## src/rtl/mb_pkg.sv

```systemverilog
package mb_pkg;

    // Field geometry of the outer register.
    localparam int OUTER_W = 2;   // outer 128 KB bank select
    localparam int INNER_W = 3;   // fixed-mode 16 KB page
    localparam int CORE_W  = 4;   // core 8 KB bank bits kept
    localparam int CHRB_W  = 7;   // core 1 KB CHR bank bits kept

    // Address bit positions the register decodes (software contract).
    localparam int POS_MAIN  = 8;
    localparam int POS_LOCK  = 6;
    localparam int POS_CORE  = 5;
    localparam int POS_OUTER = 3;
    localparam int POS_INNER = 0;

    localparam int PAGE16_AW = 14;
    localparam int PAGE8_AW  = 13;
    localparam int PRG_AW    = OUTER_W + INNER_W + PAGE16_AW;
    localparam int CHR_HI_W  = OUTER_W + CHRB_W;

    typedef struct packed {
        logic               main_sel;
        logic               lock;
        logic               core_mode;
        logic [OUTER_W-1:0] outer;
        logic [INNER_W-1:0] inner;
    } outer_reg_t;

    typedef enum logic [1:0] {
        MAP_BOOT  = 2'd0,
        MAP_CORE  = 2'd1,
        MAP_FIX16 = 2'd2,
        MAP_FIX32 = 2'd3
    } map_mode_e;

    function automatic map_mode_e pick_mode(input outer_reg_t r);
        if (!r.main_sel)          return MAP_BOOT;
        else if (r.core_mode)     return MAP_CORE;
        else if (r.outer == '0)   return MAP_FIX16;
        else                      return MAP_FIX32;
    endfunction

    // Next register value for an accepted write; main_sel is sticky.
    function automatic outer_reg_t load_from_addr(input outer_reg_t cur,
                                                  input logic [15:0] a);
        outer_reg_t n;
        n.main_sel  = cur.main_sel | a[POS_MAIN];
        n.lock      = a[POS_LOCK];
        n.core_mode = a[POS_CORE];
        n.outer     = a[POS_OUTER +: OUTER_W];
        n.inner     = a[POS_INNER +: INNER_W];
        return n;
    endfunction

endpackage

```

## src/rtl/mb_prot_snoop.sv

```systemverilog
module mb_prot_snoop
    import mb_pkg::*;
(
    input  logic        clk,
    input  logic        rst,
    input  logic [15:0] cpu_addr,
    input  logic [7:0]  cpu_data,
    input  logic        cpu_wr,
    output logic        wr_ok
);
    logic en_q, prot_q;
    logic snoop_hit;
    logic unused_bits;

    assign snoop_hit   = cpu_wr && (cpu_addr[15:13] == 3'b101) && !cpu_addr[0];
    assign unused_bits = ^{cpu_addr[12:1], cpu_data[5:0]};

    always_ff @(posedge clk) begin
        if (rst) begin
            en_q   <= 1'b0;
            prot_q <= 1'b0;
        end else if (snoop_hit) begin
            en_q   <= cpu_data[7];
            prot_q <= cpu_data[6];
        end
    end

    assign wr_ok = en_q && !prot_q;

    AST_SNOOP_ODD_IGNORED: assert property (@(posedge clk) disable iff (rst)
        (cpu_wr && cpu_addr[15:13] == 3'b101 && cpu_addr[0]) |=> $stable({en_q, prot_q}));
    AST_SNOOP_IDLE_HOLD: assert property (@(posedge clk) disable iff (rst)
        !cpu_wr |=> $stable(wr_ok));

endmodule

```

## src/rtl/mb_outer_reg.sv

```systemverilog
module mb_outer_reg
    import mb_pkg::*;
(
    input  logic        clk,
    input  logic        rst,
    input  logic [15:0] cpu_addr,
    input  logic        cpu_wr,
    input  logic        wr_ok,
    output outer_reg_t  reg_q
);
    logic win_hit, accept;
    logic unused_bits;

    assign win_hit     = cpu_wr && (cpu_addr[15:13] == 3'b011);
    assign accept      = win_hit && wr_ok && !reg_q.lock;
    assign unused_bits = ^{cpu_addr[12:9], cpu_addr[7]};

    always_ff @(posedge clk) begin
        if (rst)
            reg_q <= '0;
        else if (accept)
            reg_q <= load_from_addr(reg_q, cpu_addr);
    end

    AST_LOCK_FREEZE: assert property (@(posedge clk) disable iff (rst)
        reg_q.lock |=> $stable(reg_q));
    AST_MAIN_STICKY: assert property (@(posedge clk) disable iff (rst)
        reg_q.main_sel |=> reg_q.main_sel);
    AST_PROTECT_BLOCKS: assert property (@(posedge clk) disable iff (rst)
        !wr_ok |=> $stable(reg_q));
    AST_OUTSIDE_WINDOW: assert property (@(posedge clk) disable iff (rst)
        (cpu_addr[15:13] != 3'b011) |=> $stable(reg_q));
    AST_OUTER_LOADS: assert property (@(posedge clk) disable iff (rst)
        (win_hit && wr_ok && !reg_q.lock) |=> reg_q.outer == $past(cpu_addr[4:3]));

endmodule

```

## src/rtl/mb_prg_map.sv

```systemverilog
module mb_prg_map
    import mb_pkg::*;
(
    input  logic              clk,
    input  logic              rst,
    input  outer_reg_t        reg_q,
    input  logic [15:0]       cpu_addr,
    input  logic              cpu_rd,
    input  logic [CORE_W-1:0] core_prg_bank,
    output logic [PRG_AW-1:0] prg_addr,
    output logic              main_rom_sel,
    output logic              boot_rom_sel
);
    map_mode_e mode;
    logic      rom_rd;

    assign mode   = pick_mode(reg_q);
    assign rom_rd = cpu_rd && cpu_addr[15];

    always_comb begin
        prg_addr = '0;
        unique case (mode)
            MAP_BOOT:  prg_addr[14:0] = cpu_addr[14:0];
            MAP_CORE:  prg_addr = {reg_q.outer, core_prg_bank,
                                   cpu_addr[PAGE8_AW-1:0]};
            MAP_FIX16: prg_addr = {reg_q.outer, reg_q.inner,
                                   cpu_addr[PAGE16_AW-1:0]};
            MAP_FIX32: prg_addr = {reg_q.outer, reg_q.inner[INNER_W-1:1],
                                   cpu_addr[14], cpu_addr[PAGE16_AW-1:0]};
            default:   prg_addr = '0;
        endcase
    end

    assign main_rom_sel = rom_rd &&  reg_q.main_sel;
    assign boot_rom_sel = rom_rd && !reg_q.main_sel;

    AST_SEL_EXCLUSIVE: assert property (@(posedge clk) disable iff (rst)
        $onehot0({main_rom_sel, boot_rom_sel}));
    AST_SEL_ON_READ: assert property (@(posedge clk) disable iff (rst)
        (main_rom_sel || boot_rom_sel) |-> (cpu_rd && cpu_addr[15]));
    AST_BOOT_PASSTHRU: assert property (@(posedge clk) disable iff (rst)
        boot_rom_sel |-> (prg_addr[PRG_AW-1:15] == '0));
    AST_FIX16_MIRROR: assert property (@(posedge clk) disable iff (rst)
        (mode == MAP_FIX16) |-> (prg_addr[PAGE16_AW-1:0] == cpu_addr[PAGE16_AW-1:0]));

endmodule

```

## src/rtl/mb_multicart_mapper.sv

```systemverilog
module mb_multicart_mapper
    import mb_pkg::*;
(
    input  logic                clk,
    input  logic                rst,
    input  logic [15:0]         cpu_addr,
    input  logic [7:0]          cpu_data,
    input  logic                cpu_wr,
    input  logic                cpu_rd,
    input  logic [CORE_W-1:0]   core_prg_bank,
    input  logic [CHRB_W-1:0]   core_chr_bank,
    output logic [PRG_AW-1:0]   prg_addr,
    output logic                main_rom_sel,
    output logic                boot_rom_sel,
    output logic [CHR_HI_W-1:0] chr_addr_hi
);
    logic       wr_ok;
    outer_reg_t reg_q;

    mb_prot_snoop u_snoop (
        .clk      (clk),
        .rst      (rst),
        .cpu_addr (cpu_addr),
        .cpu_data (cpu_data),
        .cpu_wr   (cpu_wr),
        .wr_ok    (wr_ok)
    );

    mb_outer_reg u_reg (
        .clk      (clk),
        .rst      (rst),
        .cpu_addr (cpu_addr),
        .cpu_wr   (cpu_wr),
        .wr_ok    (wr_ok),
        .reg_q    (reg_q)
    );

    mb_prg_map u_map (
        .clk           (clk),
        .rst           (rst),
        .reg_q         (reg_q),
        .cpu_addr      (cpu_addr),
        .cpu_rd        (cpu_rd),
        .core_prg_bank (core_prg_bank),
        .prg_addr      (prg_addr),
        .main_rom_sel  (main_rom_sel),
        .boot_rom_sel  (boot_rom_sel)
    );

    // Outer bank confines CHR in every mode.
    assign chr_addr_hi = {reg_q.outer, core_chr_bank};

    AST_CHR_OUTER_STABLE: assert property (@(posedge clk) disable iff (rst)
        !cpu_wr |=> $stable(chr_addr_hi[CHR_HI_W-1:CHRB_W]));

endmodule

```

## config.mk

```make
export PLATFORM = sky130hd
export DESIGN_NAME = mb_multicart_mapper
export DESIGN_NICKNAME = d
export VERILOG_FILES = /design/src/rtl/mb_pkg.sv /design/src/rtl/mb_prot_snoop.sv /design/src/rtl/mb_outer_reg.sv /design/src/rtl/mb_prg_map.sv /design/src/rtl/mb_multicart_mapper.sv
export SDC_FILE = /design/constraint.sdc
export NUM_CORES = 1
export LEC_CHECK = 0
export CORE_MARGIN = 4
export CORE_UTILIZATION = 40
export CTS_BUF_LIST = sky130_fd_sc_hd__clkbuf_16
export CTS_CLUSTER_DIAMETER = 30
export DETAILED_ROUTE_END_ITERATION = 16
export DONT_BUFFER_PORTS = 1
export MAX_ROUTING_LAYER = met4
export PLACE_DENSITY = 0.58
export SYNTH_ARGS = -nofsm -noshare
export SYNTH_HDL_FRONTEND = slang
export SYNTH_SLANG_ARGS = --single-unit
```

## constraint.sdc

```tcl
create_clock -name clk -period 2.2 [get_ports clk]
set_input_delay 0.44 -clock clk [delete_from_list [all_inputs] [get_ports clk]]
set_output_delay 0.44 -clock clk [all_outputs]
set_load 0.03 [all_outputs]
```

==> results of run 1 <==
metrics by stage:
| stage | hold slack (ns) | power (W) | cell area [um2] | util (%) |
|---|---|---|---|---|
| after floorplan | 0.430 | 0.000274 | 724 | - |
| after global placement | 0.442 | 0.000210 | 597 | 34.6 |
| after detailed placement | 0.451 | 0.000210 | 597 | 34.6 |
| after CTS | 0.343 | 0.000530 | 672 | 38.9 |
| after global routing | 0.347 | 0.000540 | 672 | 38.9 |
| final | 0.346 | 0.000520 | 672 | 38.9 |
synth_stat cells, drive strengths merged:
cell type  instances  area, um2
buf               24        181
clkbuf             2       7.51
a22o               2       20.0
clkinv             1       3.75
and2               2       12.5
dfxtp             10        200
ha                 1       12.5
and3               1       7.51
o211ai             1       7.51
nand2             19       71.3
nor2               3       11.3
nand3              1       5.00
a22oi              1       7.51
nor2b              5       31.3
a21oi              1       5.00
mux2i             10        100
nor4b              1       15.0
nand4b             2       17.5
o31ai              1       7.51
how the worst max path moves through the flow:
stage | cells after the start | end | from | slack (ns)
2_1_floorplan | 5 | prg_addr[14] | u_reg.reg_q[5] | 0.25
3_3_place_gp | 5 | prg_addr[14] | u_reg.reg_q[5] | 0.42
3_5_place_dp | 5 | prg_addr[14] | u_reg.reg_q[5] | 0.41
4_1_cts | 5 | prg_addr[14] | u_reg.reg_q[5] | 0.14
5_1_grt | 5 | prg_addr[14] | u_reg.reg_q[5] | 0.06
6_report | 5 | prg_addr[14] | u_reg.reg_q[5] | 0.16
power by group through the flow:
stage	clock network [W]	logic [W]	registers, W
after floorplan	0	0.0000883	0.000186
after global placement	0	0.0000235	0.000186
after detailed placement	0	0.0000237	0.000186
after CTS	0.000323	0.0000237	0.000183
after global routing	0.000331	0.0000258	0.000183
final	0.000314	0.0000231	0.000183
registers in the layout (all words and copies together) (netlist names):
name / cells
u_reg.reg_q: 8
u_snoop.en_q: 1
u_snoop.prot_q: 1
kinds of logic after synthesis:
kind of cell / share of synthesized area (%)
AOI/OAI and AO/OA: 6.56
muxes: 13.8
buffers and inverters: 26.6
and+or+nand+nor: 23.7
DFF: 27.6
adders and majority gates: 1.73
final cells by class:
cell class	count	area share (%)
clock buffers	3	11.2
inverters	1	0.559
flip-flops and latches	10	29.8
multi-input cells	51	49.3
well taps	25	4.66
repair buffers	4	4.47
critical path, stage by stage (launching register included):
cell                      delay [ns]
sky130_fd_sc_hd__dfxtp_1        0.38
sky130_fd_sc_hd__o31ai_1        0.30
sky130_fd_sc_hd__ha_1           0.29
sky130_fd_sc_hd__a22oi_1        0.15
sky130_fd_sc_hd__a21oi_1        0.09
sky130_fd_sc_hd__buf_4          0.17
per-layer routing:
| metal | up-vias | GRT usage (%) |
|---|---|---|
| met5 | - | - |
| met4 | 0 | 8.07 |
| met3 | 5 | 5.04 |
| met2 | 34 | 15.7 |
| met1 | 213 | 11.9 |
| li1 | 229 | - |
==> metrics.txt, run 1 <==
# TYPE chip_impl_metric gauge
chip_impl_info{name="run_status",value="completed"} 1
chip_impl_info{name="cp-start-kind",value="flip-flop"} 1
chip_impl_metric{name="multi_input_area",unit="um2"} 332
chip_impl_metric{name="max_clock_freq",unit="MHz"} 489
chip_impl_metric{name="grt_overflow_total",unit=""} 0
chip_impl_metric{name="seq_area_frac_synth",unit="%"} 27.6
chip_impl_metric{name="mappedNetlistArea",unit="um2"} 724
chip_impl_metric{name="netSwitchingPower",unit="W"} 0.0000945
chip_impl_metric{name="maximum_number_of_pins_on_one_net_before_global_route_repair",unit=""} 19
chip_impl_metric{name="cts_num_sinks",unit=""} 10
chip_impl_metric{name="finalSetupTns",unit="ns"} 0
chip_impl_metric{name="grt_pass1_wl",unit="mm"} 1.97
chip_impl_metric{name="detailed_place_hpwl",unit="um"} 976
chip_impl_metric{name="start_util",unit="%"} 42.0
chip_impl_info{name="rsz0062_at_grt",value="false"} 1
chip_impl_metric{name="post_cts_hold_buffer_count",unit=""} 0
chip_impl_metric{name="layout-area-overhead-vs-synth",unit="%"} -7.25
chip_impl_metric{name="crit_path_max_fanout",unit=""} 7
chip_impl_metric{name="sequentialPowerShare",unit="%"} 35.2
chip_impl_metric{name="drc_errors",unit=""} 0
chip_impl_info{name="hp-start",value="cpu_addr[2]"} 1
chip_impl_metric{name="maxCapViolations",unit=""} 0
chip_impl_metric{name="worst-endpoint-arrival",unit="ns"} 1.60
chip_impl_metric{name="die_w",unit="um"} 50.6
chip_impl_metric{name="avgSynthCellArea",unit="um2"} 8.23
chip_impl_metric{name="met2_length",unit="um"} 542
chip_impl_metric{name="sequential_cell_area",unit="um2"} 200
chip_impl_metric{name="postLayoutSetupSlackWorst",unit="ns"} 0.157
chip_impl_metric{name="antenna-diode-count",unit=""} 0
chip_impl_metric{name="routed-wl-met3",unit="um"} 165
chip_impl_metric{name="worstMarginPinSlew",unit="ns"} 0.577
chip_impl_metric{name="htreeDepth",unit=""} 1
chip_impl_metric{name="hold_path_depth",unit=""} 2
chip_impl_metric{name="cts_repair_resize_count",unit=""} 0
chip_impl_metric{name="worst_skew_pair.late_latency",unit="ns"} 0.23
chip_impl_metric{name="proportion_of_layout_cells_with_a_drive_suffix_above_1",unit="%"} 15.9
chip_impl_info{name="final_cell_mix",value="sky130_fd_sc_hd__nand2_1 (19), sky130_fd_sc_hd__mux2i_1 (10), sky130_fd_sc_hd__dfxtp_1 (10)"} 1
chip_impl_info{name="cts_tree",value="built"} 1
chip_impl_metric{name="grt_pass1_vias",unit=""} 466
chip_impl_metric{name="synthDistinctLibCells",unit=""} 21
chip_impl_metric{name="finalSetupViolations",unit=""} 0
chip_impl_metric{name="final_hold_viol_count",unit=""} 0
chip_impl_info{name="worstHoldPathType",value="in2reg"} 1
chip_impl_metric{name="overall_via_count_from_detail_route",unit=""} 481
chip_impl_metric{name="clkTransAtPathRegs",unit="ns"} 0.04
chip_impl_metric{name="viasPerCell",unit=""} 5.12
chip_impl_info{name="reg2reg_from",value="u_snoop.prot_q"} 1
chip_impl_metric{name="detailedPlace.worstSlack",unit="ns"} 0.407
chip_impl_metric{name="cts.path.max_buffers",unit=""} 2
chip_impl_info{name="hold_crit_endpoint",value="u_reg.reg_q[2]"} 1
chip_impl_metric{name="cts.repair_timing.setup_buffer_count",unit=""} 0
chip_impl_metric{name="final_net_count",unit=""} 111
chip_impl_metric{name="placed_cells_incl_taps",unit=""} 91
chip_impl_metric{name="routabilityCongestion",unit=""} 0.686
chip_impl_metric{name="detail_route.iter0.violations",unit=""} 5
chip_impl_metric{name="relative_slew_slack",unit="%"} 61.5
chip_impl_metric{name="core.rowCount",unit=""} 15
chip_impl_metric{name="regToRegSetupSlack",unit="ns"} 1.14
chip_impl_metric{name="synth_cells",unit=""} 88
chip_impl_metric{name="worst_clock_skew",unit="ns"} 0.00143
chip_impl_metric{name="pwr_density",unit="nW/um2"} 774
chip_impl_info{name="path_class",value="reg2out"} 1
chip_impl_metric{name="clkPwrFrac",unit="%"} 60.3
chip_impl_metric{name="r2r.worst_path.cells",unit=""} 3
chip_impl_info{name="top_signal_layer_used",value="met4"} 1
chip_impl_metric{name="core_area",unit="um2"} 1730
chip_impl_metric{name="numCtsBuffers",unit=""} 3
chip_impl_info{name="critical_path.reg2reg.endpoint",value="u_reg.reg_q[3]"} 1
chip_impl_metric{name="cellInternalPower",unit="W"} 0.000426
chip_impl_metric{name="vdd_ir_drop_max",unit="mV"} 0.274
chip_impl_metric{name="drt_first_pass_iters",unit=""} 3
chip_impl_metric{name="yosys_warnings",unit=""} 0
chip_impl_metric{name="worst-endpoint-required",unit="ns"} 1.76
chip_impl_metric{name="comb_power_share",unit="%"} 4.5
chip_impl_metric{name="net_count_after_synthesis",unit=""} 128
chip_impl_metric{name="instances_no_fill",unit=""} 94
chip_impl_metric{name="die_area",unit="um2"} 2560
chip_impl_metric{name="detail-route-antenna-nets",unit=""} 0
chip_impl_metric{name="maxSlewViolCount",unit=""} 0
chip_impl_metric{name="fill_cell_count",unit=""} 186
chip_impl_metric{name="met1_length",unit="um"} 526
chip_impl_info{name="worst_setup_path_end_kind",value="output pin"} 1
chip_impl_metric{name="final.min_clock_period",unit="ns"} 2.04
chip_impl_metric{name="detail_route.wl_per_cell",unit="um"} 13.5
chip_impl_metric{name="detail_route.wirelength",unit="mm"} 1.27
chip_impl_metric{name="antenna_violations_before_repair",unit=""} 0
chip_impl_metric{name="power.switching_fraction",unit="%"} 18.2
chip_impl_metric{name="grt_use_total",unit="%"} 11.0
chip_impl_metric{name="boundaryPins",unit=""} 69
chip_impl_metric{name="die_y",unit="um"} 50.6
chip_impl_metric{name="yosys_register_bits",unit=""} 10
chip_impl_info{name="ctsRootBufferMaster",value="sky130_fd_sc_hd__clkbuf_16"} 1
chip_impl_metric{name="finalCritPeriodShare",unit="%"} 92.9
chip_impl_metric{name="placement.io_buffers",unit=""} 0
chip_impl_metric{name="cellLeakagePower",unit="nW"} 0.246
chip_impl_info{name="layout_commonest_cell",value="sky130_fd_sc_hd__nand2_1"} 1
Power figures use the tool's default switching activity.
==> inputs of run 2 (changes only) <==
--- a/config.mk
+++ b/config.mk
@@ -5,14 +5,14 @@
 export SDC_FILE = /design/constraint.sdc
 export NUM_CORES = 1
 export LEC_CHECK = 0
+export BUFFER_PORTS_ARGS = -buffer_cell sky130_fd_sc_hd__clkbuf_2
 export CORE_MARGIN = 4
-export CORE_UTILIZATION = 40
+export CORE_UTILIZATION = 38
 export CTS_BUF_LIST = sky130_fd_sc_hd__clkbuf_16
 export CTS_CLUSTER_DIAMETER = 30
 export DETAILED_ROUTE_END_ITERATION = 16
-export DONT_BUFFER_PORTS = 1
 export MAX_ROUTING_LAYER = met4
-export PLACE_DENSITY = 0.58
+export PLACE_DENSITY = 0.87
 export SYNTH_ARGS = -nofsm -noshare
 export SYNTH_HDL_FRONTEND = slang
 export SYNTH_SLANG_ARGS = --single-unit
==> run 2 against run 1 <==
  * Register-to-register slack worse by 0.02 ns
  * Sequential power about the same
  * Combinational power rose to 3.0 times the previous value
  * Largest power group unchanged
  * Sequential share of layout area decreased by 6.3 points
  * Critical path depth unchanged
  * Design area rose by 27%
==> metrics.txt, run 2 (synthesized netlist as in run 1, its figures left out) <==
# TYPE chip_impl_metric gauge
chip_impl_metric{name="start_util",unit="%"} 41.1
chip_impl_metric{name="fill_cell_count",unit=""} 187
chip_impl_metric{name="worst_skew_pair.late_latency",unit="ns"} 0.24
chip_impl_metric{name="core.rowCount",unit=""} 15
chip_impl_metric{name="finalSetupTns",unit="ns"} 0
chip_impl_metric{name="drc_errors",unit=""} 0
chip_impl_metric{name="grt_pass1_wl",unit="mm"} 2.41
chip_impl_metric{name="finalSetupViolations",unit=""} 0
chip_impl_metric{name="viasPerCell",unit=""} 4.79
chip_impl_metric{name="detailed_place_hpwl",unit="mm"} 1.23
chip_impl_metric{name="cts.path.max_buffers",unit=""} 2
chip_impl_metric{name="maxSlewViolCount",unit=""} 0
chip_impl_metric{name="cellLeakagePower",unit="nW"} 0.399
chip_impl_metric{name="cts.repair_timing.setup_buffer_count",unit=""} 0
chip_impl_metric{name="placement.io_buffers",unit=""} 38
chip_impl_info{name="cts_tree",value="built"} 1
chip_impl_metric{name="antenna_violations_before_repair",unit=""} 0
chip_impl_metric{name="finalCritPeriodShare",unit="%"} 95.8
chip_impl_metric{name="grt_pass1_vias",unit=""} 617
chip_impl_info{name="worstHoldPathType",value="in2reg"} 1
chip_impl_metric{name="core_area",unit="um2"} 1760
chip_impl_metric{name="die_area",unit="um2"} 2670
chip_impl_metric{name="vdd_ir_drop_max",unit="mV"} 0.494
chip_impl_metric{name="numCtsBuffers",unit=""} 3
chip_impl_metric{name="overall_via_count_from_detail_route",unit=""} 628
chip_impl_metric{name="clkTransAtPathRegs",unit="ns"} 0.04
chip_impl_metric{name="die_y",unit="um"} 51.7
chip_impl_metric{name="detail_route.wl_per_cell",unit="um"} 11.7
chip_impl_info{name="final_cell_mix",value="sky130_fd_sc_hd__clkbuf_2 (38), sky130_fd_sc_hd__nand2_1 (19), sky130_fd_sc_hd__mux2i_1 (10), sky130_fd_sc_hd__dfxtp_1 (10), sky130_fd_sc_hd__nor2b_1 (5)"} 1
chip_impl_metric{name="postLayoutSetupSlackWorst",unit="ns"} 0.0930
chip_impl_info{name="ctsRootBufferMaster",value="sky130_fd_sc_hd__clkbuf_16"} 1
chip_impl_metric{name="worstMarginPinSlew",unit="ns"} 0.430
chip_impl_metric{name="cts_repair_resize_count",unit=""} 0
chip_impl_info{name="rsz0062_at_grt",value="false"} 1
chip_impl_info{name="cp-start-kind",value="flip-flop"} 1
chip_impl_info{name="cp_top_family",value="flip-flops"} 1
chip_impl_metric{name="grt_overflow_total",unit=""} 0
chip_impl_metric{name="detail_route.wirelength",unit="mm"} 1.53
chip_impl_metric{name="cts_num_sinks",unit=""} 10
chip_impl_metric{name="multi_input_area",unit="um2"} 332
chip_impl_metric{name="proportion_of_layout_cells_with_a_drive_suffix_above_1",unit="%"} 44.3
chip_impl_metric{name="post_cts_hold_buffer_count",unit=""} 0
chip_impl_metric{name="detailedPlace.worstSlack",unit="ns"} 0.360
chip_impl_metric{name="worst_clock_skew",unit="ns"} 0.00256
chip_impl_metric{name="pwr_density",unit="nW/um2"} 671
chip_impl_metric{name="detail-route-antenna-nets",unit=""} 0
chip_impl_metric{name="boundaryPins",unit=""} 69
chip_impl_metric{name="maxCapViolations",unit=""} 0
chip_impl_metric{name="crit_path_max_fanout",unit=""} 11
chip_impl_metric{name="layout-area-overhead-vs-synth",unit="%"} 17.4
chip_impl_metric{name="worst-endpoint-arrival",unit="ns"} 1.67
chip_impl_metric{name="postLayoutCoreUtil",unit="%"} 48.2
chip_impl_info{name="worst_path_max_delay_cell",value="sky130_fd_sc_hd__dfxtp_1"} 1
chip_impl_metric{name="detail_route.iter0.violations",unit=""} 4
chip_impl_metric{name="relative_slew_slack",unit="%"} 71.1
chip_impl_metric{name="largest_register_ff_count",unit=""} 8
chip_impl_metric{name="htreeDepth",unit=""} 1
chip_impl_metric{name="final_hold_viol_count",unit=""} 0
chip_impl_metric{name="critPathBufInv",unit=""} 1
chip_impl_info{name="reg.largest.list",value="u_reg.reg_q x8, u_snoop.en_q x1, u_snoop.prot_q x1"} 1
chip_impl_metric{name="grt_use_total",unit="%"} 12.5
chip_impl_metric{name="total_power",unit="W"} 0.000571
chip_impl_info{name="top_register",value="u_reg.reg_q"} 1
chip_impl_info{name="run_status",value="completed"} 1
chip_impl_info{name="worst_setup_path_end_kind",value="output pin"} 1
chip_impl_metric{name="die_w",unit="um"} 51.7
chip_impl_metric{name="drt_first_pass_iters",unit=""} 2
chip_impl_metric{name="sequential_cell_area",unit="um2"} 200
chip_impl_metric{name="cp_slowest_stage_delay",unit="ns"} 0.51
chip_impl_info{name="path_class",value="reg2out"} 1
chip_impl_metric{name="routabilityCongestion",unit=""} 0.681
chip_impl_info{name="layout_commonest_cell",value="sky130_fd_sc_hd__clkbuf_2"} 1
chip_impl_metric{name="maximum_number_of_pins_on_one_net_before_global_route_repair",unit=""} 19
chip_impl_metric{name="max_clock_freq",unit="MHz"} 475
chip_impl_metric{name="antenna-diode-count",unit=""} 0
chip_impl_info{name="path_cells",value="o31ai_1, ha_1, a22oi_1, a21oi_1, clkbuf_2"} 1
chip_impl_metric{name="worst-endpoint-required",unit="ns"} 1.76
chip_impl_metric{name="final.min_clock_period",unit="ns"} 2.11
chip_impl_metric{name="final_net_count",unit=""} 147
-- run 2: cell count changes in the layout (fill, tap and decap cells not counted) --
cell | before | now
sky130_fd_sc_hd__clkbuf_2 | 0 | 38
sky130_fd_sc_hd__buf_4 | 4 | 2
sky130_fd_sc_hd__clkinv_1 | 1 | 2
-- run 2: metal layers --
layer | GRT usage [%] | share of wire (%)
met1 | 11.3 | 36
met2 | 21.4 | 50
met3 | 5.16 | 12
met4 | 8.30 | 2.7
met5 | - | 0
-- run 2: power by group --
group	internal, W	switching, W
combinational	0.0000255	0.0000429
clock	0.000238	0.0000814
sequential	0.000183	0.000000431
-- run 2: layout make-up --
class                           count  area share (%)
Timing Repair Buffer               40            24.1
Clock inverter                      1           0.441
Multi-Input combinational cell     51            39.0
Inverter                            1           0.441
Clock buffer                        3            8.82
Sequential cell                    10            23.5
Tap cell                           25            3.68
-- run 2: per-stage QoR --
step | hold WS (ns) | area, um2 | instances
3_5_place_dp | 0.454 | 772 | 127
2_1_floorplan | 0.430 | 724 | 88
5_1_grt | 0.460 | 851 | 131
4_1_cts | 0.445 | 851 | 131
6_report | 0.445 | 851 | 131
3_3_place_gp | 0.440 | 772 | 127
-- run 2: path summary, 6_finish.rpt --
check / startpoint / end / slack (ns) / depth (start not counted)
setup / recovery: u_reg.reg_q[7] / prg_addr[14] / 0.09 / 5
hold / removal: cpu_data[7] / u_snoop.en_q / 0.45 / 3
setup reg to reg: u_snoop.prot_q / u_reg.reg_q[0] / 1.12 / 3
hold reg to reg: u_reg.reg_q[1] / u_reg.reg_q[1] / 0.46 / 2
-- run 2: tightest hold or removal path, cell delays in order --
cell,delay [ns]
sky130_fd_sc_hd__clkbuf_2,0.08
sky130_fd_sc_hd__nand2_1,0.05
sky130_fd_sc_hd__mux2i_1,0.06
==> inputs of run 3 (changes only) <==
--- a/config.mk
+++ b/config.mk
@@ -11,6 +11,7 @@
 export CTS_BUF_LIST = sky130_fd_sc_hd__clkbuf_16
 export CTS_CLUSTER_DIAMETER = 30
 export DETAILED_ROUTE_END_ITERATION = 16
+export GPL_TIMING_DRIVEN = 0
 export MAX_ROUTING_LAYER = met4
 export PLACE_DENSITY = 0.87
 export SYNTH_ARGS = -nofsm -noshare
==> run 3 against run 2 <==
  * Sequential power about the same
  * Critical endpoint unchanged
  * Hold slack worse by 0.0092 ns
  * Critical path depth unchanged
  * Non-clock buffer count up 34
==> metrics.txt, run 3 (synthesized netlist as in run 1, its figures left out) <==
# TYPE chip_impl_metric gauge
chip_impl_metric{name="fill_cell_count",unit=""} 176
chip_impl_info{name="reg.largest.list",value="u_reg.reg_q x8, u_snoop.en_q x1, u_snoop.prot_q x1"} 1
chip_impl_metric{name="core.rowCount",unit=""} 15
chip_impl_metric{name="grt_use_total",unit="%"} 14.9
chip_impl_metric{name="proportion_of_layout_cells_with_a_drive_suffix_above_1",unit="%"} 59.3
chip_impl_metric{name="htreeDepth",unit=""} 1
chip_impl_metric{name="numCtsBuffers",unit=""} 3
chip_impl_metric{name="maximum_number_of_pins_on_one_net_before_global_route_repair",unit=""} 12
chip_impl_metric{name="boundaryPins",unit=""} 69
chip_impl_metric{name="detail-route-antenna-nets",unit=""} 0
chip_impl_metric{name="cellLeakagePower",unit="nW"} 0.549
chip_impl_metric{name="layout-area-overhead-vs-synth",unit="%"} 50.8
chip_impl_metric{name="pwr_density",unit="nW/um2"} 586
chip_impl_metric{name="holdWs",unit="ns"} 0.436
chip_impl_metric{name="finalSetupViolations",unit=""} 0
chip_impl_info{name="cts_tree",value="built"} 1
chip_impl_info{name="ctsRootBufferMaster",value="sky130_fd_sc_hd__clkbuf_16"} 1
chip_impl_metric{name="start_util",unit="%"} 41.1
chip_impl_metric{name="cts.path.max_buffers",unit=""} 2
chip_impl_info{name="run_status",value="completed"} 1
chip_impl_metric{name="final_net_count",unit=""} 181
chip_impl_metric{name="drc_errors",unit=""} 0
chip_impl_metric{name="detailed_place_hpwl",unit="mm"} 1.54
chip_impl_metric{name="worst-endpoint-arrival",unit="ns"} 1.65
chip_impl_metric{name="detailed_place.area",unit="um2"} 1010
chip_impl_info{name="worstHoldPathType",value="in2reg"} 1
chip_impl_metric{name="die_area",unit="um2"} 2670
chip_impl_metric{name="worstMarginPinSlew",unit="ns"} 0.358
chip_impl_metric{name="worst_skew_pair.late_latency",unit="ns"} 0.24
chip_impl_metric{name="vdd_ir_drop_max",unit="mV"} 0.484
chip_impl_metric{name="overall_via_count_from_detail_route",unit=""} 734
chip_impl_info{name="path_class",value="reg2out"} 1
chip_impl_metric{name="antenna-diode-count",unit=""} 0
chip_impl_metric{name="crit_path_max_fanout",unit=""} 7
chip_impl_metric{name="final_hold_viol_count",unit=""} 0
chip_impl_metric{name="max_clock_freq",unit="MHz"} 479
chip_impl_metric{name="finalSetupTns",unit="ns"} 0
chip_impl_info{name="layout_commonest_cell",value="sky130_fd_sc_hd__clkbuf_2"} 1
chip_impl_info{name="top_register",value="u_reg.reg_q"} 1
chip_impl_metric{name="maxSlewViolCount",unit=""} 0
chip_impl_metric{name="finalCritPeriodShare",unit="%"} 94.9
chip_impl_metric{name="grt_overflow_total",unit=""} 0
chip_impl_metric{name="layout.cell_area.non_filler",unit="um2"} 1090
chip_impl_metric{name="relative_slew_slack",unit="%"} 76.1
chip_impl_info{name="cp-start-kind",value="flip-flop"} 1
chip_impl_info{name="rsz0062_at_grt",value="false"} 1
chip_impl_metric{name="cts_num_sinks",unit=""} 10
chip_impl_metric{name="grt_pass1_wl",unit="mm"} 2.97
chip_impl_metric{name="total_power",unit="W"} 0.000640
chip_impl_metric{name="detail_route.iter0.violations",unit=""} 3
chip_impl_metric{name="worst_clock_skew",unit="ns"} 0.00145
chip_impl_metric{name="worst-endpoint-required",unit="ns"} 1.76
chip_impl_metric{name="largest_register_ff_count",unit=""} 8
chip_impl_info{name="final_cell_mix",value="sky130_fd_sc_hd__clkbuf_2 (50), sky130_fd_sc_hd__buf_4 (22), sky130_fd_sc_hd__nand2_1 (19)"} 1
chip_impl_metric{name="routabilityCongestion",unit=""} 0.680
chip_impl_metric{name="detail_route.wirelength",unit="mm"} 1.92
chip_impl_metric{name="antenna_violations_before_repair",unit=""} 0
chip_impl_metric{name="die_y",unit="um"} 51.7
chip_impl_metric{name="clkTransAtPathRegs",unit="ns"} 0.04
chip_impl_metric{name="detail_route.wl_per_cell",unit="um"} 11.6
chip_impl_info{name="worst_setup_path_end_kind",value="output pin"} 1
chip_impl_metric{name="core_area",unit="um2"} 1760
chip_impl_metric{name="postLayoutCoreUtil",unit="%"} 61.9
chip_impl_metric{name="die_w",unit="um"} 51.7
chip_impl_metric{name="maxCapViolations",unit=""} 0
chip_impl_metric{name="post_cts_hold_buffer_count",unit=""} 0
chip_impl_metric{name="grt_pass1_vias",unit=""} 728
chip_impl_metric{name="drt_first_pass_iters",unit=""} 4
chip_impl_metric{name="placement.io_buffers",unit=""} 50
chip_impl_metric{name="viasPerCell",unit=""} 4.45
chip_impl_metric{name="final.min_clock_period",unit="ns"} 2.09
run 3: worst paths after layout:
| kind | start | slack, ns | cells past startpoint | endpoint |
|---|---|---|---|---|
| max | u_reg.reg_q[5] | 0.11 | 5 | prg_addr[14] |
| min | cpu_data[7] | 0.44 | 3 | u_snoop.en_q |
| max reg2reg | u_snoop.prot_q | 1.12 | 3 | u_reg.reg_q[0] |
| min reg2reg | u_snoop.en_q | 0.46 | 2 | u_snoop.en_q |
run 3: worst max-delay path, cell delays in order (launching register included):
cell	delay, ns
sky130_fd_sc_hd__dfxtp_1	0.53
sky130_fd_sc_hd__o31ai_4	0.12
sky130_fd_sc_hd__ha_1	0.32
sky130_fd_sc_hd__a22oi_1	0.07
sky130_fd_sc_hd__a21oi_1	0.15
sky130_fd_sc_hd__clkbuf_2	0.22
run 3: final cells by class:
cell class              instances  area [um2]  area share (%)
plain buffers                  24         181            16.6
well taps                      25        31.3            2.86
inverters                       1        3.75           0.344
repair buffers                 50         250            22.9
multi-input cells              51         345            31.6
clock inverters                 1        3.75           0.344
clock buffers                   3        75.1            6.87
flip-flops and latches         10         201            18.4
run 3: power by group:
part | leakage [nW] | switching, W | internal, W | total, W
combinational | 0.430 | 0.0000765 | 0.0000554 | 0.000132
sequential | 0.0811 | 0.000000413 | 0.000183 | 0.000183
clock | 0.0385 | 0.0000867 | 0.000238 | 0.000325
run 3: stage by stage:
stage               worst slack (ns)  std cells
global route                  0.0350        165
finish                         0.113        165
CTS                           0.0154        166
detailed placement             0.233        163
floorplan                      0.255         88
global placement               0.266        163
run 3: layer usage:
metal / up-vias / global-route usage (%) / wire (um)
li1: 375 / - / -
met1: 317 / 15.7 / 764
met2: 39 / 26.7 / 954
met3: 3 / 1.43 / 163
met4: 0 / 9.17 / 36
met5: - / - / 0
run 3: repair_timing:
action	CTS	global route
buffers inserted	0	0
gates cloned	0	0
resized for setup	1	2
endpoints found under the setup margin	2	2
